### src/rtl/tmr_pkg.sv
package tmr_pkg;

   localparam int unsigned VEC_W      = 8;
   localparam int unsigned MODE_W     = 3;
   localparam int unsigned B_MODE_LO  = 8;
   localparam int unsigned B_MASK     = 16;
   localparam int unsigned B_PERIODIC = 17;
   localparam int unsigned ENTRY_MSB  = B_PERIODIC;

   typedef enum logic [1:0] {
      RA_ENTRY = 2'd0,
      RA_INIT  = 2'd1,
      RA_COUNT = 2'd2,
      RA_DIV   = 2'd3
   } reg_addr_e;

   typedef struct packed {
      logic              periodic;
      logic              mask;
      logic [MODE_W-1:0] mode;
      logic [VEC_W-1:0]  vec;
   } entry_t;

   // divide index = {cfg[3], cfg[1:0]}; shift wraps modulo 8
   function automatic logic [2:0] div_shift(input logic [3:0] cfg);
      logic [2:0] idx;
      idx = {cfg[3], cfg[1:0]};
      return idx + 3'd1;
   endfunction

endpackage

### src/rtl/tmr_prescaler.sv
module tmr_prescaler #(
   parameter int PRE_W = 7
) (
   input  logic       clk,
   input  logic       rst_n,
   input  logic       restart,
   input  logic [2:0] shift,
   output logic       tick
);

   localparam int MAX_SHIFT = 7;

   generate
      if (PRE_W < MAX_SHIFT) begin : g_bad_width
         $error("tmr_prescaler: PRE_W must cover a shift of 7");
      end
   endgenerate

   logic [PRE_W-1:0] pcnt;
   logic [PRE_W-1:0] lim_mask;

   // low 'shift' bits of the mask are set
   generate
      for (genvar i = 0; i < PRE_W; i++) begin : g_mask
         if (i < MAX_SHIFT) begin : g_live
            assign lim_mask[i] = (3'(i) < shift);
         end else begin : g_zero
            assign lim_mask[i] = 1'b0;
         end
      end
   endgenerate

   assign tick = &(pcnt | ~lim_mask);

   always_ff @(posedge clk) begin
      if (!rst_n) begin
         pcnt <= '0;
      end else if (restart) begin
         pcnt <= '0;
      end else begin
         pcnt <= pcnt + 1'b1;
      end
   end

endmodule

### src/rtl/tmr_counter.sv
module tmr_counter #(
   parameter int CNT_W = 32
) (
   input  logic             clk,
   input  logic             rst_n,
   input  logic             load,
   input  logic [CNT_W-1:0] load_val,
   input  logic [CNT_W-1:0] reload_val,
   input  logic             tick,
   input  logic             periodic,
   output logic [CNT_W-1:0] count,
   output logic             expire
);

   localparam logic [CNT_W-1:0] ONE = CNT_W'(1);

   generate
      if (CNT_W < 2) begin : g_bad_width
         $error("tmr_counter: CNT_W too small");
      end
   endgenerate

   // a load on the same edge wins over the step to zero
   assign expire = tick && !load && (count == ONE);

   always_ff @(posedge clk) begin
      if (!rst_n) begin
         count <= '0;
      end else if (load) begin
         count <= load_val;
      end else if (tick) begin
         if (count == '0) begin
            if (periodic) begin
               count <= reload_val;
            end
         end else begin
            count <= count - ONE;
         end
      end
   end

endmodule

### src/rtl/tmr_regs.sv
module tmr_regs
   import tmr_pkg::*;
#(
   parameter int DATA_W = 32
) (
   input  logic              clk,
   input  logic              rst_n,
   input  logic              we,
   input  logic [1:0]        addr,
   input  logic [DATA_W-1:0] wdata,
   input  logic [DATA_W-1:0] live_count,
   output entry_t            entry,
   output logic [DATA_W-1:0] init_val,
   output logic [3:0]        div_cfg,
   output logic              init_wr,
   output logic [DATA_W-1:0] rdata
);

   generate
      if (DATA_W <= ENTRY_MSB) begin : g_bad_width
         $error("tmr_regs: DATA_W must hold the entry fields");
      end
   endgenerate

   reg_addr_e sel;
   assign sel     = reg_addr_e'(addr);
   assign init_wr = we && (sel == RA_INIT);

   always_ff @(posedge clk) begin
      if (!rst_n) begin
         entry    <= '{periodic: 1'b0, mask: 1'b1, mode: '0, vec: '0};
         init_val <= '0;
         div_cfg  <= '0;
      end else if (we) begin
         case (sel)
            RA_ENTRY: begin
               entry.vec      <= wdata[VEC_W-1:0];
               entry.mode     <= wdata[B_MODE_LO +: MODE_W];
               entry.mask     <= wdata[B_MASK];
               entry.periodic <= wdata[B_PERIODIC];
            end
            RA_INIT: init_val <= wdata;
            RA_DIV:  div_cfg  <= {wdata[3], 1'b0, wdata[1:0]};
            default: ;
         endcase
      end
   end

   always_comb begin
      rdata = '0;
      case (sel)
         RA_ENTRY: begin
            rdata[VEC_W-1:0]          = entry.vec;
            rdata[B_MODE_LO +: MODE_W] = entry.mode;
            rdata[B_MASK]             = entry.mask;
            rdata[B_PERIODIC]         = entry.periodic;
         end
         RA_INIT:  rdata = init_val;
         RA_COUNT: rdata = live_count;
         RA_DIV:   rdata[3:0] = div_cfg;
         default:  rdata = '0;
      endcase
   end

endmodule

### src/rtl/tmr_countdown.sv
module tmr_countdown
   import tmr_pkg::*;
#(
   parameter int CNT_W = 32,
   parameter int PRE_W = 7
) (
   input  logic              clk,
   input  logic              rst_n,
   input  logic              reg_we,
   input  logic [1:0]        reg_addr,
   input  logic [CNT_W-1:0]  reg_wdata,
   output logic [CNT_W-1:0]  reg_rdata,
   output logic              irq_req,
   output logic [VEC_W-1:0]  irq_vector,
   output logic [MODE_W-1:0] irq_mode
);

   entry_t           entry_q;
   logic [CNT_W-1:0] init_q;
   logic [CNT_W-1:0] cur_count;
   logic [3:0]       div_cfg_q;
   logic [2:0]       shift;
   logic             init_wr;
   logic             tick;
   logic             expire;

   assign shift = div_shift(div_cfg_q);

   tmr_regs #(.DATA_W(CNT_W)) u_regs (
      .clk        (clk),
      .rst_n      (rst_n),
      .we         (reg_we),
      .addr       (reg_addr),
      .wdata      (reg_wdata),
      .live_count (cur_count),
      .entry      (entry_q),
      .init_val   (init_q),
      .div_cfg    (div_cfg_q),
      .init_wr    (init_wr),
      .rdata      (reg_rdata)
   );

   tmr_prescaler #(.PRE_W(PRE_W)) u_pre (
      .clk     (clk),
      .rst_n   (rst_n),
      .restart (init_wr),
      .shift   (shift),
      .tick    (tick)
   );

   tmr_counter #(.CNT_W(CNT_W)) u_cnt (
      .clk        (clk),
      .rst_n      (rst_n),
      .load       (init_wr),
      .load_val   (reg_wdata),
      .reload_val (init_q),
      .tick       (tick),
      .periodic   (entry_q.periodic),
      .count      (cur_count),
      .expire     (expire)
   );

   always_ff @(posedge clk) begin
      if (!rst_n) begin
         irq_req    <= 1'b0;
         irq_vector <= '0;
         irq_mode   <= '0;
      end else begin
         irq_req <= expire && !entry_q.mask;
         if (expire && !entry_q.mask) begin
            irq_vector <= entry_q.vec;
            irq_mode   <= entry_q.mode;
         end
      end
   end

endmodule

### config.mk
export PLATFORM = sky130hd
export DESIGN_NAME = tmr_countdown
export DESIGN_NICKNAME = d
export VERILOG_FILES = /design/src/rtl/tmr_pkg.sv /design/src/rtl/tmr_prescaler.sv /design/src/rtl/tmr_counter.sv /design/src/rtl/tmr_regs.sv /design/src/rtl/tmr_countdown.sv
export SDC_FILE = /design/constraint.sdc
export NUM_CORES = 1
export LEC_CHECK = 0
export ABC_CLOCK_PERIOD_IN_PS = 3000
export BUFFER_PORTS_ARGS = -buffer_cell sky130_fd_sc_hd__clkbuf_2
export CAP_MARGIN = 15
export CORE_MARGIN = 5
export CORE_UTILIZATION = 53
export DETAILED_ROUTE_END_ITERATION = 10
export PLACE_DENSITY = 0.74
export REMOVE_ABC_BUFFERS = 1
export SLEW_MARGIN = 25
export SYNTH_ARGS = -nofsm -noshare
export SYNTH_HDL_FRONTEND = slang
export SYNTH_SLANG_ARGS = --single-unit
export TNS_END_PERCENT = 5
### constraint.sdc
create_clock -name clk -period 3 [get_ports clk]
set_clock_uncertainty 0.15 [all_clocks]
set_input_delay 0.45 -clock clk [delete_from_list [all_inputs] [get_ports clk]]
set_output_delay 0.45 -clock clk [all_outputs]
set_load 0.05 [all_outputs]
After elaboration in Yosys (flattened, before gate mapping)
Cells that the tools add are included.

Input port bits: 37. Output and inout port bits: 44. Word-level logic and storage cells: 53. Bits in registers: 99.

Equal/unequal tests: 5. Muxes and demuxes: 9. Order comparisons: 7. Bitwise logic cells: 3. Add/sub/neg operators: 3. Reductions and logical operators: 15.

Operator list (number): $mux W32 (4); $eq A32 B1 Y1 const B (1); $logic_not A32 Y1 (1); $sub A32 B1 Y32 const B (1); $pmux W14 S2 (1); $pmux W7 S3 (1); $pmux W4 S4 (1); $pmux W5 S2 (1); $lt A3 B3 Y1 const A (3); $reduce_and A2 Y1 (4); $add A7 B1 Y7 const B (1); $not A7 Y7 (1); $or A7 B7 Y7 (1); $reduce_and A7 Y1 (1); $lt A1 B3 Y1 const A (2); $lt A2 B3 Y1 const A (2); $pmux W2 S3 (1); $eq A2 B2 Y1 const B (2); $logic_and A1 B1 Y1 (4); $add A3 B1 Y3 const B (1); $ne A3 B2 Y1 const B (1); $eq A2 B1 Y1 const B (1); $logic_not A1 Y1 (2); $logic_not A2 Y1 (1); 3 further kinds (3).

Longest topological paths before layout
Gate-level depths: netlist of the first run.

Depth in word-level cells: 8. Gate-level depth with buffers: 11. Gate-level depth less buffers: 9.

Cells and area by module
A second synthesis of the first run with hierarchy kept.

Cells, all modules: 703. Area, all modules: 5845.6 um^2.

By module, submodules not included: tmr_regs (seq. area each 960.9 um^2, cells an instance 308, instances 1, area an instance 2705.1 um^2); tmr_counter (seq. area each 640.6 um^2, cells an instance 306, instances 1, area an instance 2316.0 um^2); tmr_countdown (seq. area each 240.2 um^2, cells an instance 53, instances 1, area an instance 515.5 um^2); tmr_prescaler (seq. area each 140.1 um^2, cells an instance 36, instances 1, area an instance 309.0 um^2).

Least setup slack after synthesis of the first run
Ideal clock, no wire load.

Path kind: in2out. Start point: in reg_addr[1]. End point: out reg_rdata[2]. Arrival: 2.324 ns. Stages: 6. Setup slack: 0.076 ns. Path buffers: 2. Required time: 2.400 ns. Path through: inv_1 > ha_1 > clkbuf_1 > clkbuf_1 > a22oi_1 > o21ai_0.

Cells in the longest elaborated chain, start to end: 2. Elaborated cells between the ends (all ways): 5. Those cells by class: 3 x eq/ne; 1 x mux; 1 x reduce/logical.

RTL lines: start: declaration (line tmr_countdown.sv:10) `input logic [1:0] reg_addr,`; $eq A2 B2 Y1, or another cell as far along (line tmr_regs.sv:51) `case (sel)`; $pmux W4 S4 (*) (line tmr_regs.sv:51); end: declaration (line tmr_countdown.sv:12) `output logic [CNT_W-1:0] reg_rdata,`.

Every way passes the cells marked *; elsewhere a longest branch is shown, timed or not.

Worst setup path in the final report of the first run
Start point: reg u_cnt.count[16]. End point: reg u_cnt.count[9].

Cells in the longest elaborated chain, start to end: 4. Elaborated cells between the ends (all ways): 6. Those cells by class: 1 x eq/ne; 3 x mux; 2 x reduce/logical.

RTL lines: start: declaration (line tmr_counter.sv:11) `output logic [CNT_W-1:0] count,`; start signal: assignment (line tmr_counter.sv:30) `count <= load_val;`; start signal: assignment (line tmr_counter.sv:34) `count <= reload_val;`; start signal: assignment (line tmr_counter.sv:37) `count <= count - ONE;`; $logic_not A32 Y1 (*) (line tmr_counter.sv:32) `if (count == '0) begin`; $mux W32 (line tmr_counter.sv:32); $mux W32 (line tmr_counter.sv:31) `end else if (tick) begin`; $mux W32 (line tmr_counter.sv:29) `end else if (load) begin`.

Every way passes the cells marked *; elsewhere a longest branch is shown, timed or not. The select of a mux whose other input is x is not followed. A chain may end at the register's enable or synchronous reset.

==> results of run 1 <==
-- placed cells by master, fill, tap and decap left out, types with 19 or more instances in the layout --
master,instances
nand2_1,128
dfxtp_1,99
a21oi_1,86
clkbuf_2,80
nor2_1,55
buf_4,34
o21ai_0,32
a22oi_1,20
nor2b_1,19
mux2i_1,19
-- state kept, by name, indices dropped and copies added (netlist names) --
name,flops
irq_mode,3
u_regs.entry,13
u_regs.init_val,32
u_regs.div_cfg,3
u_cnt.count,32
irq_req,1
u_pre.pcnt,7
irq_vector,8
-- synthesized netlist by cell type (all sizes together), types with 2 or more instances --
cell type | n | area (um^2)
inv | 12 | 45.0
a31oi | 9 | 56.3
buf | 13 | 85.1
mux2i | 19 | 190
o211ai | 7 | 52.6
o2111ai | 2 | 17.5
o21ai | 37 | 196
nand2b | 3 | 18.8
a211oi | 2 | 15.0
nand2 | 130 | 490
nor2 | 58 | 244
a221oi | 2 | 17.5
o22ai | 2 | 12.5
clkbuf | 35 | 131
a21oi | 87 | 439
o221ai | 6 | 58.8
nor2b | 19 | 119
nand4 | 2 | 12.5
and2 | 5 | 31.3
nor3 | 13 | 81.3
xor2 | 7 | 61.3
or3 | 8 | 55.1
o41ai | 4 | 35.0
a222oi | 12 | 120
xnor2 | 5 | 43.8
nor4 | 11 | 68.8
a21o | 2 | 15.0
a21boi | 2 | 15.0
dfxtp | 99 | 1980
or2 | 2 | 12.5
ha | 10 | 125
and3 | 2 | 12.5
nand3 | 12 | 60.1
a22oi | 20 | 150
or4 | 7 | 63.8
o31ai | 5 | 37.5
-- power by group --
part           internal [mW]  switching, mW
clock network          0.388          0.496
logic                  0.343          0.567
registers               1.39         0.0848
total                   2.12           1.15
-- cell type report --
type | instances | area share [%]
clock buffer | 10 | 2.10
inverter | 12 | 0.742
sequential | 99 | 32.7
multi-input combinational | 522 | 49.9
clock inverter | 6 | 1.07
timing repair buffer | 114 | 10.8
tap | 133 | 2.74
-- routing by layer --
| layer | vias up | part of all wire, % |
|---|---|---|
| met5 | - | 0 |
| met4 | 0 | 2.6 |
| met3 | 41 | 6.9 |
| met2 | 231 | 47 |
| met1 | 2565 | 44 |
| li1 | 2596 | - |
-- metrics by stage --
stage	setup TNS [ps]	power, mW	util [%]	instance area (um^2)	hold slack, ps
floorplan	-7640	2.08	-	5050	291
global placement	0	2.37	60.4	5870	306
detailed placement	0	2.39	60.4	5870	313
CTS	0	3.26	62.4	6070	136
global route	0	3.43	62.4	6070	141
finish	0	3.27	62.4	6070	141
-- worst max-delay path by stage --
stage          depth (start not counted)         endpoint  slack [ps]             from
2_1_floorplan                          6  u_cnt.count[25]        -450      reg_addr[1]
3_3_place_gp                           8  u_cnt.count[25]         270  u_cnt.count[16]
3_5_place_dp                           9   u_cnt.count[9]         210  u_cnt.count[16]
4_1_cts                                9   u_cnt.count[9]         200  u_cnt.count[16]
5_1_grt                                8   u_cnt.count[8]          50  u_cnt.count[16]
6_report                               9   u_cnt.count[9]         190  u_cnt.count[16]
-- cells by family (layout without fill, tap and decap cells) --
kind of cell             count (synthesis)  count (layout)  synth area share, %
AND/OR/NAND/NOR                        274             274                 24.4
AO/OA/AOI/OAI                          207             207                 25.0
flip-flops                              99              99                 37.6
buffers and inverters                   60             142                 4.97
multiplexers                            19              19                 3.61
XOR/XNOR                                12              12                 2.00
adder cells (fa/ha/maj)                 10              10                 2.38
-- worst min-delay path, cell delays in order --
cell	delay (ps)
clkbuf_2	80
nand2_1	50
a21oi_1	50
==> impl_metrics.tcl, run 1 <==
set metrics [dict create \
    io_buffers 80 \
    dp_hpwl_um 10800 \
    slowest_stage "or4_4" \
    arrival_ps 2940 \
    grt.overflow.total 0 \
    synth_cells 681 \
    vdd_drop_max_mv 0.303 \
    num_vias 5433 \
    worstRegToRegCells 9 \
    route.detailed.drc 0 \
    start_util_pct 54.1 \
    whs_path_depth 3 \
    numCtsBuffers 9 \
    htreeDepth 3 \
    drive_above_1_share_pct 19.4 \
    drtAntennaViolNets 0 \
    r2r_end "u_cnt.count[9]" \
    fin_cells 896 \
    hp-class "in -> reg" \
    crit_buf_inv 2 \
    diodes 0 \
    met2_usage_pct 41.9 \
    start_kind "register" \
    ys_warn_count 0 \
    routedWlPerCell_um 17.1 \
    post_cts_resized 0 \
    synth_edf_count 0 \
    max_stage_delay_ps 550 \
    grt.met1_usage_pct 34.8 \
    clk_pin_slew_ps 100 \
    status "finished clean" \
    crit_chain "or3_4, or4_4, or3_1, buf_4, buf_4, nor2_1, a21oi_1, o221ai_1, a21oi_1" \
    drt_wl_total_um 15400 \
    timing.max_cap.violations 0 \
    core_um2 9730 \
    synth_flop_cell "dfxtp_1" \
    clk_latency_ps 380 \
    async_flop_share_pct 0 \
    ys_ff_latch 99 \
    hold_viol 0 \
    grt_busiest_layer "met2" \
    grt_pass1_wl_um 24900 \
    setup_slack_ps 190 \
    final-seq-area_um2 1980 \
    grtUsageMet3_pct 5.75 \
    yosysSeqAreaShare_pct 37.6 \
    rows 36 \
    die_width_um 110 \
    multiInputGateArea_um2 3030 \
    dp_slack_ps 208 \
    fill_cells 912 \
    syn_area_um2 5270 \
    antenna_found_initial 0 \
    place.gp.congestion 0.910 \
    cpLargestDelayFamily "simple AND/OR/NAND/NOR gates" \
    min_to "u_regs.init_val[20]" \
    cts_root_buf "clkbuf_8" \
    cts_buffer_depth 2 \
    area_growth_pct 15.2 \
    dp_cells 880 \
    powerDensity_nw_per_um2 538 \
    fin_nets 805 \
    p_leak_nw 2.42 \
    r2r-start "u_cnt.count[16]" \
    die_h_um 110 \
    critical_path_class "reg -> reg" \
    ios 81 \
    synth_cell_type_count 64 \
    path_max_fanout 15 \
    drt_first_iter_violations 492 \
    slew_viol_final 0 \
    routed_via_density 6.06 \
    grt_start_max_net_pins 44 \
    rsz0062_at_grt "no" \
    grt.total_usage_pct 26.2 \
    cts_tree "yes" \
    required_ps 3130 \
    final.period_utilization_pct 93.7 \
    cp-end-kind "register" \
    worst_slew_pin_slew_ps 604 \
    cts_sinks 99 \
    post_cts_buffers 0 \
    dr.pass1.iters 5 \
    hold_start "reg_wdata[20]" \
    period_needed_ps 2810 \
    avgSynthCellArea_um2 7.73 \
    reg2reg_slack_ps 190 \
    relSlewSlack_pct 59.7 \
    dieArea_um2 12000 \
    cts-hold-fix-buffers 0 \
    clock.fmax_mhz 356 \
    finalSetupViolations 0 \
    grt_pass1_vias 5130 \
]
Power figures use the tool's default switching activity.
==> run 2, diff against run 1 <==
--- a/config.mk
+++ b/config.mk
@@ -8,10 +8,12 @@
 export ABC_CLOCK_PERIOD_IN_PS = 3000
 export BUFFER_PORTS_ARGS = -buffer_cell sky130_fd_sc_hd__clkbuf_2
 export CAP_MARGIN = 15
+export CORE_ASPECT_RATIO = 1.1
 export CORE_MARGIN = 5
-export CORE_UTILIZATION = 53
+export CORE_UTILIZATION = 35
+export CTS_BUF_LIST = sky130_fd_sc_hd__clkbuf_8
 export DETAILED_ROUTE_END_ITERATION = 10
-export PLACE_DENSITY = 0.74
+export PLACE_DENSITY = 0.53
 export REMOVE_ABC_BUFFERS = 1
 export SLEW_MARGIN = 25
 export SYNTH_ARGS = -nofsm -noshare
==> run 2 against run 1 <==
Net effect: via count is 1.7% lower; largest cell class unchanged; power down 0.74%; critical path type unchanged; sequential power about the same; count of clock-buffer cells in the layout fell by 1.
==> impl_metrics.tcl, run 2 (synthesized netlist as in run 1, its figures left out) <==
set metrics [dict create \
    reg2reg_slack_ps 250 \
    p_leak_nw 2.46 \
    p_sw_share_pct 36.5 \
    cts_sinks 99 \
    worst_slew_pin_slew_ps 633 \
    period_needed_ps 2750 \
    hold_viol 0 \
    finalSetupViolations 0 \
    cts_buffer_depth 2 \
    clock.fmax_mhz 363 \
    cp-end-kind "register" \
    worstRegToRegCells 7 \
    drive_above_1_share_pct 20.1 \
    slew_viol_final 0 \
    grt.total_usage_pct 19.5 \
    io_buffers 80 \
    fin_cells 963 \
    area_growth_pct 18.6 \
    route.detailed.drc 0 \
    powerDensity_nw_per_um2 519 \
    final.period_utilization_pct 91.7 \
    post_cts_buffers 0 \
    rsz0062_at_grt "no" \
    vdd_drop_max_mv 0.197 \
    pwr-share-comb_pct 29.4 \
    setup_slack_ps 249 \
    layout_commonest_cell "nand2_1" \
    r2r-start "u_cnt.count[16]" \
    dr.pass1.iters 5 \
    routedWlPerCell_um 17.6 \
    critical_path_class "reg -> reg" \
    antenna_found_initial 0 \
    arrival_ps 2870 \
    fin_nets 809 \
    numCtsBuffers 9 \
    core_um2 14900 \
    status "finished clean" \
    num_vias 5338 \
    dp_cells 947 \
    fill_cells 1582 \
    clk_latency_ps 390 \
    required_ps 3120 \
    tns_ps 0 \
    diodes 0 \
    clkPwrFrac_pct 25.3 \
    final_cell_mix "128 x nand2_1, 99 x dfxtp_1, 86 x a21oi_1" \
    ios 81 \
    start_kind "register" \
    clk_pin_slew_ps 100 \
    hp-class "in -> reg" \
    dp_slack_ps 160 \
    start_util_pct 35.3 \
    path_max_fanout 11 \
    grt_start_max_net_pins 52 \
    die_h_um 139 \
    r2r_end "irq_vector[0]" \
    p_int_mw 2.06 \
    startpoint "u_cnt.count[16]" \
    drt_first_iter_violations 349 \
    relSlewSlack_pct 57.8 \
    drtAntennaViolNets 0 \
    htreeDepth 3 \
    dp_hpwl_um 12100 \
    reg_top3 "u_cnt.count: 32 flops, u_regs.init_val: 32 flops, u_regs.entry: 13 flops" \
    cts_tree "yes" \
    grt_pass1_vias 5326 \
    drt_wl_total_um 17000 \
    setup.worst_path.end "irq_vector[0]" \
    final-seq-area_um2 1980 \
    routed_via_density 5.54 \
    cts_root_buf "clkbuf_8" \
    hold_start "reg_wdata[20]" \
    grt.overflow.total 0 \
    rows 47 \
    switching_power_mw 1.18 \
    place.gp.congestion 0.839 \
    pwr-share-seq_pct 45.3 \
    multiInputGateArea_um2 3040 \
    grt_pass1_wl_um 28000 \
    timing.max_cap.violations 0 \
    dieArea_um2 17600 \
    die_width_um 127 \
]
-- run 2: cell types whose count changed in the layout (fill, tap and decap cells not counted), moves of 2 or more --
cell and delta:
buf_12 +5, clkinv_2 -2, clkbuf_2 -3, buf_4 +2, clkinv_4 +3
-- run 2: cell type report --
| type | count | share of cell area, % |
|---|---|---|
| inverter | 12 | 0.721 |
| clock buffer | 9 | 1.98 |
| tap | 196 | 3.93 |
| multi-input combinational | 522 | 48.6 |
| sequential | 99 | 31.7 |
| timing repair buffer | 118 | 12.1 |
| clock inverter | 7 | 0.882 |
-- run 2: power groups by stage --
stage / clock (mW) / combinational, mW / sequential, mW
after floorplan: 0 / 0.596 / 1.48
after global placement: 0 / 0.937 / 1.49
after detailed placement: 0 / 0.944 / 1.50
after CTS: 0.853 / 0.950 / 1.47
after global routing: 0.910 / 1.04 / 1.48
final: 0.821 / 0.953 / 1.47
-- run 2: worst min-delay path by stage --
stage                     endpoint  cells past startpoint
6_report       u_regs.init_val[20]                      3
5_1_grt        u_regs.init_val[14]                      3
4_1_cts        u_regs.init_val[20]                      3
3_5_place_dp       u_regs.entry[1]                      2
3_3_place_gp       u_regs.entry[1]                      2
2_1_floorplan        u_pre.pcnt[0]                      1
-- run 2: timing repair --
action / CTS / global route
hold buffers: 0 / 0
gates resized for setup: 0 / 2
endpoints found under the setup margin: 0 / 26
-- run 2: critical path, cell delays in order, from the launching register on --
cell     delay [ps]
dfxtp_1         330
or3_4           430
or4_4           550
nor2_4          230
nand2_2          80
or4_4           620
mux2i_1         190
nor2_1           50
-- run 2: per-stage QoR --
stage	hold slack, ps	power [mW]	cell area [um^2]	utilization, %
2_1_floorplan	291	2.08	5050	-
3_3_place_gp	305	2.43	6050	40.5
3_5_place_dp	309	2.44	6050	40.5
4_1_cts	121	3.27	6230	41.7
5_1_grt	132	3.43	6240	41.8
6_report	132	3.24	6240	41.8
-- run 2: layer usage --
layer | global-route usage, % | share of wire, % | vias up
met3 | 3.39 | 4.7 | 20
met2 | 31.5 | 48 | 144
li1 | - | - | 2606
met1 | 26.3 | 46 | 2568
met5 | 0 | 0 | -
met4 | 6.15 | 1.6 | 0
